<file path="src/rtl/busrx_pkg.sv">
package busrx_pkg;
  typedef enum logic [1:0] {
    BFD_WAIT = 2'd0,
    BFD_LOW  = 2'd1,
    BFD_DONE = 2'd2,
    BFD_BAD  = 2'd3
  } bfd_state_e;
endpackage

</file>
<file path="src/rtl/busrx_front.sv">
module busrx_front #(
  parameter int SYNC_IDLE = 32,
  parameter int LOSS_IDLE = 400
) (
  input  logic clk,
  input  logic rst_n,
  input  logic bus_clk,
  input  logic bus_data,
  output logic data_s,
  output logic fall_s,
  output logic sync_start,
  output logic sync_end,
  output logic in_sync,
  output logic aligned,
  output logic loss_evt
);
  localparam int IDLE_W = $clog2(LOSS_IDLE + 1);

  logic [1:0] clk_pipe, dat_pipe;
  logic clk_d, lost_r;
  logic [IDLE_W-1:0] idle_cnt;
  logic clk_s, edge_any, rise_s;

  assign clk_s    = clk_pipe[1];
  assign data_s   = dat_pipe[1];
  assign edge_any = clk_s ^ clk_d;
  assign rise_s   = clk_s & ~clk_d;
  assign fall_s   = ~clk_s & clk_d;

  assign sync_start = !edge_any && !clk_s && !in_sync && !lost_r &&
                      (idle_cnt == IDLE_W'(SYNC_IDLE));
  assign loss_evt   = !edge_any && !lost_r && (idle_cnt == IDLE_W'(LOSS_IDLE));
  assign sync_end   = rise_s && in_sync;

  always_ff @(posedge clk) begin
    if (!rst_n) begin
      clk_pipe <= '0;
      dat_pipe <= '0;
      clk_d    <= 1'b0;
    end else begin
      clk_pipe <= {clk_pipe[0], bus_clk};
      dat_pipe <= {dat_pipe[0], bus_data};
      clk_d    <= clk_pipe[1];
    end
  end

  always_ff @(posedge clk) begin
    if (!rst_n) begin
      idle_cnt <= '0;
      lost_r   <= 1'b0;
      in_sync  <= 1'b0;
      aligned  <= 1'b0;
    end else begin
      if (edge_any) begin
        idle_cnt <= '0;
        lost_r   <= 1'b0;
      end else begin
        if (idle_cnt != IDLE_W'(LOSS_IDLE)) idle_cnt <= idle_cnt + 1'b1;
        if (loss_evt) lost_r <= 1'b1;
      end
      if (sync_start) begin
        in_sync <= 1'b1;
        aligned <= 1'b1;
      end else if (loss_evt) begin
        in_sync <= 1'b0;
        aligned <= 1'b0;
      end else if (rise_s) begin
        in_sync <= 1'b0;
      end
    end
  end
endmodule

</file>
<file path="src/rtl/busrx_slot.sv">
module busrx_slot #(
  parameter int ADDR_W = 8,
  parameter int CH_W   = 4
) (
  input  logic              clk,
  input  logic              rst_n,
  input  logic              fall_s,
  input  logic              data_s,
  input  logic              sync_end,
  input  logic              loss_evt,
  input  logic              count_en,
  input  logic [ADDR_W-1:0] cfg_addr,
  input  logic              cfg_dual,
  input  logic              cfg_mux,
  input  logic [CH_W-1:0]   cfg_chan,
  output logic              held_v,
  output logic              held_d
);
  localparam int PIDX_W = ADDR_W + 2;
  localparam logic [PIDX_W-1:0] PIDX_MAX = '1;

  logic [PIDX_W-1:0] pidx, hdr_len, slot, target;
  logic [CH_W-1:0]   chan_rx;
  logic in_hdr, chan_ok, hit;

  assign hdr_len = cfg_mux ? PIDX_W'(CH_W) : '0;
  assign slot    = pidx - hdr_len;
  assign target  = cfg_dual ? {1'b0, cfg_addr, 1'b1} : {2'b00, cfg_addr};
  assign in_hdr  = cfg_mux && (pidx < hdr_len);
  assign chan_ok = !cfg_mux || (chan_rx == cfg_chan);
  assign hit     = count_en && fall_s && !in_hdr && chan_ok &&
                   (slot == target) && (pidx != PIDX_MAX);

  always_ff @(posedge clk) begin
    if (!rst_n) begin
      pidx    <= '0;
      chan_rx <= '0;
      held_v  <= 1'b0;
      held_d  <= 1'b0;
    end else if (loss_evt || sync_end) begin
      pidx   <= '0;
      held_v <= 1'b0;
    end else if (count_en && fall_s) begin
      if (pidx != PIDX_MAX) pidx <= pidx + 1'b1;
      for (int i = 0; i < CH_W; i++) begin
        if (in_hdr && (pidx == PIDX_W'(i))) chan_rx[i] <= data_s;
      end
      if (hit) begin
        held_v <= 1'b1;
        held_d <= data_s;
      end
    end
  end
endmodule

</file>
<file path="src/rtl/busrx_bfd.sv">
module busrx_bfd
  import busrx_pkg::*;
#(
  parameter int BFD_MIN = 2,
  parameter int BFD_MAX = 16
) (
  input  logic clk,
  input  logic rst_n,
  input  logic sync_start,
  input  logic in_sync,
  input  logic data_s,
  output logic bfd_ok
);
  localparam int LEN_W = $clog2(BFD_MAX + 2);
  localparam logic [LEN_W-1:0] LEN_SAT = LEN_W'(BFD_MAX + 1);

  bfd_state_e st;
  logic [LEN_W-1:0] len;
  logic len_fits;

  assign len_fits = (len >= LEN_W'(BFD_MIN)) && (len <= LEN_W'(BFD_MAX));
  assign bfd_ok   = (st == BFD_DONE);

  always_ff @(posedge clk) begin
    if (!rst_n) begin
      st  <= BFD_BAD;
      len <= '0;
    end else if (sync_start) begin
      st  <= data_s ? BFD_WAIT : BFD_BAD;
      len <= '0;
    end else if (in_sync) begin
      case (st)
        BFD_WAIT: if (!data_s) begin
          st  <= BFD_LOW;
          len <= LEN_W'(1);
        end
        BFD_LOW: begin
          if (!data_s) begin
            if (len != LEN_SAT) len <= len + 1'b1;
          end else begin
            st <= len_fits ? BFD_DONE : BFD_BAD;
          end
        end
        BFD_DONE: if (!data_s) st <= BFD_BAD;
        default: st <= BFD_BAD;
      endcase
    end
  end
endmodule

</file>
<file path="src/rtl/busrx_debounce.sv">
module busrx_debounce (
  input  logic       clk,
  input  logic       rst_n,
  input  logic       commit,
  input  logic       sample,
  input  logic [1:0] depth,
  input  logic       force_dflt,
  output logic       out_q
);
  logic       last_v;
  logic [1:0] run_cnt, run_nxt;

  always_comb begin
    if ((sample == last_v) && (run_cnt != 2'd0))
      run_nxt = (run_cnt == 2'd3) ? 2'd3 : run_cnt + 2'd1;
    else
      run_nxt = 2'd1;
  end

  always_ff @(posedge clk) begin
    if (!rst_n || force_dflt) begin
      out_q   <= 1'b0;
      last_v  <= 1'b0;
      run_cnt <= 2'd0;
    end else if (commit) begin
      last_v  <= sample;
      run_cnt <= run_nxt;
      if (run_nxt >= depth) out_q <= sample;
    end
  end
endmodule

</file>
<file path="src/rtl/busrx_top.sv">
module busrx_top #(
  parameter int ADDR_W     = 8,
  parameter int CH_W       = 4,
  parameter int SYNC_IDLE  = 32,
  parameter int LOSS_IDLE  = 400,
  parameter int BFD_MIN    = 2,
  parameter int BFD_MAX    = 16,
  parameter int FAIL_LIMIT = 3
) (
  input  logic              clk,
  input  logic              rst_n,
  input  logic              bus_clk,
  input  logic              bus_data,
  input  logic [ADDR_W-1:0] cfg_addr,
  input  logic              cfg_dual,
  input  logic              cfg_mux,
  input  logic [CH_W-1:0]   cfg_chan,
  input  logic [1:0]        cfg_deb,
  output logic              out_q
);
  localparam int FW = $clog2(FAIL_LIMIT + 1);

  logic data_s, fall_s, sync_start, sync_end, in_sync, aligned, loss_evt;
  logic held_v, held_d, bfd_ok, commit, fail_force, force_dflt;
  logic [1:0] depth_eff;
  logic [FW-1:0] fails;

  busrx_front #(.SYNC_IDLE(SYNC_IDLE), .LOSS_IDLE(LOSS_IDLE)) u_front (
    .clk(clk), .rst_n(rst_n), .bus_clk(bus_clk), .bus_data(bus_data),
    .data_s(data_s), .fall_s(fall_s), .sync_start(sync_start),
    .sync_end(sync_end), .in_sync(in_sync), .aligned(aligned),
    .loss_evt(loss_evt)
  );

  busrx_slot #(.ADDR_W(ADDR_W), .CH_W(CH_W)) u_slot (
    .clk(clk), .rst_n(rst_n), .fall_s(fall_s), .data_s(data_s),
    .sync_end(sync_end), .loss_evt(loss_evt), .count_en(aligned && !in_sync),
    .cfg_addr(cfg_addr), .cfg_dual(cfg_dual), .cfg_mux(cfg_mux),
    .cfg_chan(cfg_chan), .held_v(held_v), .held_d(held_d)
  );

  busrx_bfd #(.BFD_MIN(BFD_MIN), .BFD_MAX(BFD_MAX)) u_bfd (
    .clk(clk), .rst_n(rst_n), .sync_start(sync_start), .in_sync(in_sync),
    .data_s(data_s), .bfd_ok(bfd_ok)
  );

  assign depth_eff  = (cfg_mux || (cfg_deb < 2'd2)) ? 2'd1 : cfg_deb;
  assign commit     = sync_end && bfd_ok && held_v;
  assign fail_force = sync_end && !bfd_ok && (fails >= FW'(FAIL_LIMIT - 1));
  assign force_dflt = loss_evt || fail_force;

  always_ff @(posedge clk) begin
    if (!rst_n || loss_evt) begin
      fails <= '0;
    end else if (sync_end) begin
      if (bfd_ok) fails <= '0;
      else if (fails != FW'(FAIL_LIMIT)) fails <= fails + 1'b1;
    end
  end

  busrx_debounce u_deb (
    .clk(clk), .rst_n(rst_n), .commit(commit), .sample(held_d),
    .depth(depth_eff), .force_dflt(force_dflt), .out_q(out_q)
  );
endmodule

</file>
<file path="config.mk">
export PLATFORM = sky130hd
export DESIGN_NAME = busrx_top
export DESIGN_NICKNAME = d
export VERILOG_FILES = /design/src/rtl/busrx_pkg.sv /design/src/rtl/busrx_front.sv /design/src/rtl/busrx_slot.sv /design/src/rtl/busrx_bfd.sv /design/src/rtl/busrx_debounce.sv /design/src/rtl/busrx_top.sv
export SDC_FILE = /design/constraint.sdc
export NUM_CORES = 1
export LEC_CHECK = 0
export CAP_MARGIN = 20
export CORE_MARGIN = 2
export CORE_UTILIZATION = 60
export DETAILED_ROUTE_END_ITERATION = 7
export DONT_BUFFER_PORTS = 1
export GPL_TIMING_DRIVEN = 0
export PLACE_DENSITY = 0.76
export SKIP_CTS_REPAIR_TIMING = 1
export SLEW_MARGIN = 20
export SYNTH_ARGS = -nofsm -noshare
export SYNTH_HDL_FRONTEND = slang
export SYNTH_SLANG_ARGS = --single-unit
</file>
<file path="constraint.sdc">
create_clock -name clk -period 5.8 [get_ports clk]
set_clock_uncertainty 0.2 [all_clocks]
set_input_delay 1.16 -clock clk [delete_from_list [all_inputs] [get_ports clk]]
set_output_delay 1.16 -clock clk [all_outputs]
set_load 0.01 [all_outputs]
</file>
; ---- Yosys cells after proc, flatten, opt, wreduce, memory -nomap -nowiden
; Index checks and enable logic that the tools add are counted.
[totals]
output_inout_bits = 1
mem_count = 0
rom_bits = 0
ff_bits = 46
ramBits = 0
latch_bits = 0
[classes]
n_reduce_logical = 60
order_cmp = 6
multipliers = 0
shifts = 0
n_eq_ne = 21
bitwise_logic = 7
n_mux = 24
addsub = 6
div_mod_pow = 0
[ops]
columns = op, count
row1 = $logic_and 1x1->1, 24
row2 = $mux 2, 11
row3 = $eq 10x2->1 const B, 2
row4 = $mux 5, 3
row5 = $reduce_and 3->1, 5
row6 = $add 10x1->10 const B, 1
row7 = $eq 10x1->1 const B, 1
row8 = $eq 10x10->1, 1
row9 = $logic_not 10->1, 1
row10 = $lt 10x10->1, 1
row11 = $ne 10x10->1 const B, 1
row12 = $pmux 5 s2, 1
row13 = $reduce_bool 2->1, 5
row14 = $sub 10x10->10, 1
row15 = $add 9x1->9 const B, 1
row16 = $eq 9x6->1 const B, 1
row17 = $eq 9x9->1 const B, 1
row18 = $mux 9, 1
row19 = $ne 3x3->1 const B, 3
row20 = $ne 9x9->1 const B, 1
row21 = $logic_not 1->1, 8
row22 = $reduce_and 2->1, 4
row23 = $logic_or 1x1->1, 6
row24 = $mux 1, 6
row25 = other kinds (24), 34

; ---- Depth between registers and ports, before layout
[logic_depth]
word_depth = 9
ltp_mapped = 9

; ---- By module
; Synthesis repeated with hierarchy kept, for this count alone.
[unflattened]
hier_cells = 332
area_unflattened_um2 = 2860.2
[modules_own_cells]
columns = module, area_per_inst_um2, cells_each, instances
row1 = busrx_slot, 1231.2, 155, 1
row2 = busrx_front, 787.0, 82, 1
row3 = busrx_bfd, 452.9, 51, 1
row4 = busrx_debounce, 216.5, 24, 1
row5 = busrx_top, 172.7, 20, 1

; ---- Least setup slack after synthesis
; Ideal clock, no wire load.
[synth_timing]
path_kind = input-to-reg
start = input port cfg_mux
end = register u_slot.chan_rx[0]
path_slack_ps = 2565
path_stages = 8
t_arrival_ps = 2919
t_required_ps = 5484
cell_sequence = ha_1 > ha_1 > nor3b_1 > nand4b_1 > a2111oi_1 > nand2_1 > mux2i_1 > nor2b_1
[synth_via]
elab_chain_cells = 5
[synth_rtl]
columns = element, line
row1 = "start, declared", busrx_top.sv:16  ; input logic cfg_mux,
row2 = $mux 3, busrx_slot.sv:26  ; assign hdr_len = cfg_mux ? PIDX_W'(CH_W) : '0;
row3 = $lt 10x10->1, busrx_slot.sv:29  ; assign in_hdr = cfg_mux && (pidx < hdr_len);
row4 = $logic_and 1x1->1 *, busrx_slot.sv:29
row5 = $logic_and 1x1->1 *, busrx_slot.sv:46  ; if (in_hdr && (pidx == PIDX_W'(i))) chan_rx[i] <= data_s;
row6 = $reduce_and 3->1 (no source line) *, n/a
row7 = "end signal, assigned by index", busrx_slot.sv:46
row8 = "end, declared", busrx_slot.sv:23  ; logic [CH_W-1:0] chan_rx;
; Every way passes the cells marked *; elsewhere a longest branch is shown, timed or not.
; A chain may end at the register's enable or synchronous reset.

; ---- Final worst setup path
[layout_timing]
start = input port cfg_mux
end = register u_slot.chan_rx[3]
; The elaborated chain is that of the path after synthesis.

==> summary.txt <==
Outcome
  • Status: finished clean

STA
  • PnR worst setup slack: 2.40 ns
  • Worst-margin pin slew: 0.765 ns
  • Slew headroom: 48.9%
  • Fmax: 294 MHz
  • Tcrit/Tclk final: 58.6%
  • Final Critical Period: 3.40 ns
  • RSZ-0062 raised after global routing: no
  • Hold slack: 0.228 ns
  • Fin. Hold Viols: 0
  • Setup TNS Final: 0 ns
  • Final setup vio count: 0
  • Max Transition Viols Final: 0

GRT
  • Pin count of the biggest net entering global routing: 13
  • First-pass GRT wire length: 8700 um
  • Vias in the first global route: 1985
  • Initial antenna violation count: 0
  • GRT overflow: 0
  • Global Route Usage Sum: 21.5%

Synth
  • Net Count, Synth: 346
  • Synthesized area per cell: 8.62 um2
  • Synth area leader: dfxtp_1
  • Dominant synthesized flop cell: dfxtp_1
  • Cell Area, Synth: 2650 um2
  • #FFs+latches synth: 46
  • Cells after synthesis: 308
  • Sequential-to-total area share from yosys stat: 34.7%
  • Yosys Warn Count: 0
  • Yosys top cell area share: 34.7%
  • Commonest cells in the synthesized netlist: dfxtp_1 (46), nor2_1 (42), nand2_1 (26)
  • Post-synth EDFFs: 0
  • Async SR Flop Fraction: 0%
  • Most numerous cell in the Yosys netlist: dfxtp_1
  • Synth cell types: 48
  • Area contributors post-synth: dfxtp_1 (35%), ha_1 (8.5%), nor2_1 (5.9%)

Cells and area
  • Nets@finish: 353
  • Antenna diodes: 0
  • Finished Core Util: 65.1%
  • Area Overhead vs Synth: 5.33%
  • Proportion of layout cells with a drive suffix above 1: 4.13%
  • # fillers: 375

Power and ir drop
  • Post-route total power: 0.000547 W
  • Leak: 1.05 nW
  • Worst VDD drop: 0.000177 V
  • Pwr dens: 196 nW/um2

Floorplan
  • Die Height: 70.5 um
  • Core Area: 4290 um2
  • Die ar.: 4970 um2
  • Row count: 24
  • Initial Util: 61.8%
  • Chip width: 70.5 um
  • I/O pin total: 21

Clock network
  • Clk slew on worst S/H paths: 0.08 ns
  • Clock sinks: 46
  • H-tree depth: 2
  • CTS tree: done
  • Clk root buf: clkbuf_8
  • Worst-Skew Late Latency: 0.29 ns
  • Clock tree buffer depth: 2
  • Total CTS buffers: 5

Drt
  • DR DRC count: 0
  • Via density: 5.63
  • Drt wl/cell: 13.0 um
  • Final Routed Wirelength: 4770 um
  • Initial DRC count: 87
  • Antenna-violating nets left: 0
  • TritonRoute pass-1 iters: 4
  • Vias post-DR: 2067

Placed design
  • Final GP Congestion: 0.823
  • Setup WS pre-CTS: 2.08 ns
  • Input/output buffers: 0
  • DP Wirelength: 3640 um

Setup path
  • WP data required: 5.79 ns
  • Crit path kind: input port to flop
  • CP startpoint: cfg_mux
  • Worst setup EP type: flop
  • Worst reg2reg path startpoint: u_slot.pidx[2]
  • Worst EP arrival: 3.39 ns
  • CP Launch Type: input port
  • Critical Path Fanout Max: 4

Min path
  • Hold Path Origin: u_front.dat_pipe[0]
  • Worst hold path class: flop to flop

Flow run
  • MaxCap Viol Count: 0
-- metal layers --
metal	track usage [%]	wire [um]	up-vias
met2	35.2	2260	42
met3	5.05	237	5
met5	0	0	-
met4	6.84	61	0
met1	28.1	2210	948
li1	-	-	1072
-- flip-flops by register name, indices dropped and copies added, names as in the netlist, 2 cells and up --
signal	flops
u_slot.pidx	10
u_front.idle_cnt	9
u_slot.chan_rx	4
u_deb.run_cnt	2
u_front.clk_pipe	2
u_front.dat_pipe	2
u_bfd.st	2
fails	2
u_bfd.len	5
-- cell type report --
type	count	area, um2	share of cell area, %
Buffer	10	46.3	1.66
Clock buffer	7	76.3	2.73
Inverter	15	56.3	2.01
Multi-Input combinational cell	237	1630	58.3
Sequential cell	46	921	32.9
Tap cell	52	65.1	2.33
-- cell usage in the layout, fill, tap and decap left out, types with 3 or more instances in the layout --
master	instances
nor3_1	8
nand3b_1	4
a21oi_1	11
nor2b_1	5
o211ai_1	3
o21ai_0	8
mux2i_1	12
xnor2_1	16
nand2b_1	5
xor2_1	14
or3_1	6
nand4_1	6
nand3_1	15
and2_1	7
inv_1	15
clkbuf_8	5
clkbuf_1	10
nor2_1	42
ha_1	18
dfxtp_1	46
nand2_1	26
nand4b_1	3
-- path summary, 6_finish.rpt --
kind / to / cells past startpoint / slack, ns
worst max-delay path: u_slot.chan_rx[3] / 8 / 2.40
worst min-delay path: u_front.dat_pipe[1] / 1 / 0.23
worst max register to register: u_slot.chan_rx[3] / 9 / 2.82
worst min register to register: u_front.dat_pipe[1] / 1 / 0.23
-- critical path: stages --
cell and delay [ns]:
ha_1 0.18, ha_1 0.25, nor3b_1 0.49, nand4b_1 0.26, a2111oi_1 0.67, nand2_1 0.15
mux2i_1 0.18, nor2b_1 0.06
-- cells by family after synthesis --
group           synth area share [%]
buf+inv                         3.87
compound gates                  10.3
flops                           34.7
simple gates                    26.0
fa+ha+maj                       8.49
xor+xnor                        11.7
mux                             4.95
-- power by group --
part           internal (W)  switching (W)  leakage, nW
clock             0.0000830      0.0000982       0.0383
combinational     0.0000218      0.0000236        0.639
sequential         0.000319     0.00000220        0.372
-- per-stage QoR --
step	area, um2	std cells
floorplan	2650	308
global placement	2720	360
detailed placement	2720	360
CTS	2800	367
global route	2800	367
finish	2800	367
Power figures use the tool's default switching activity.
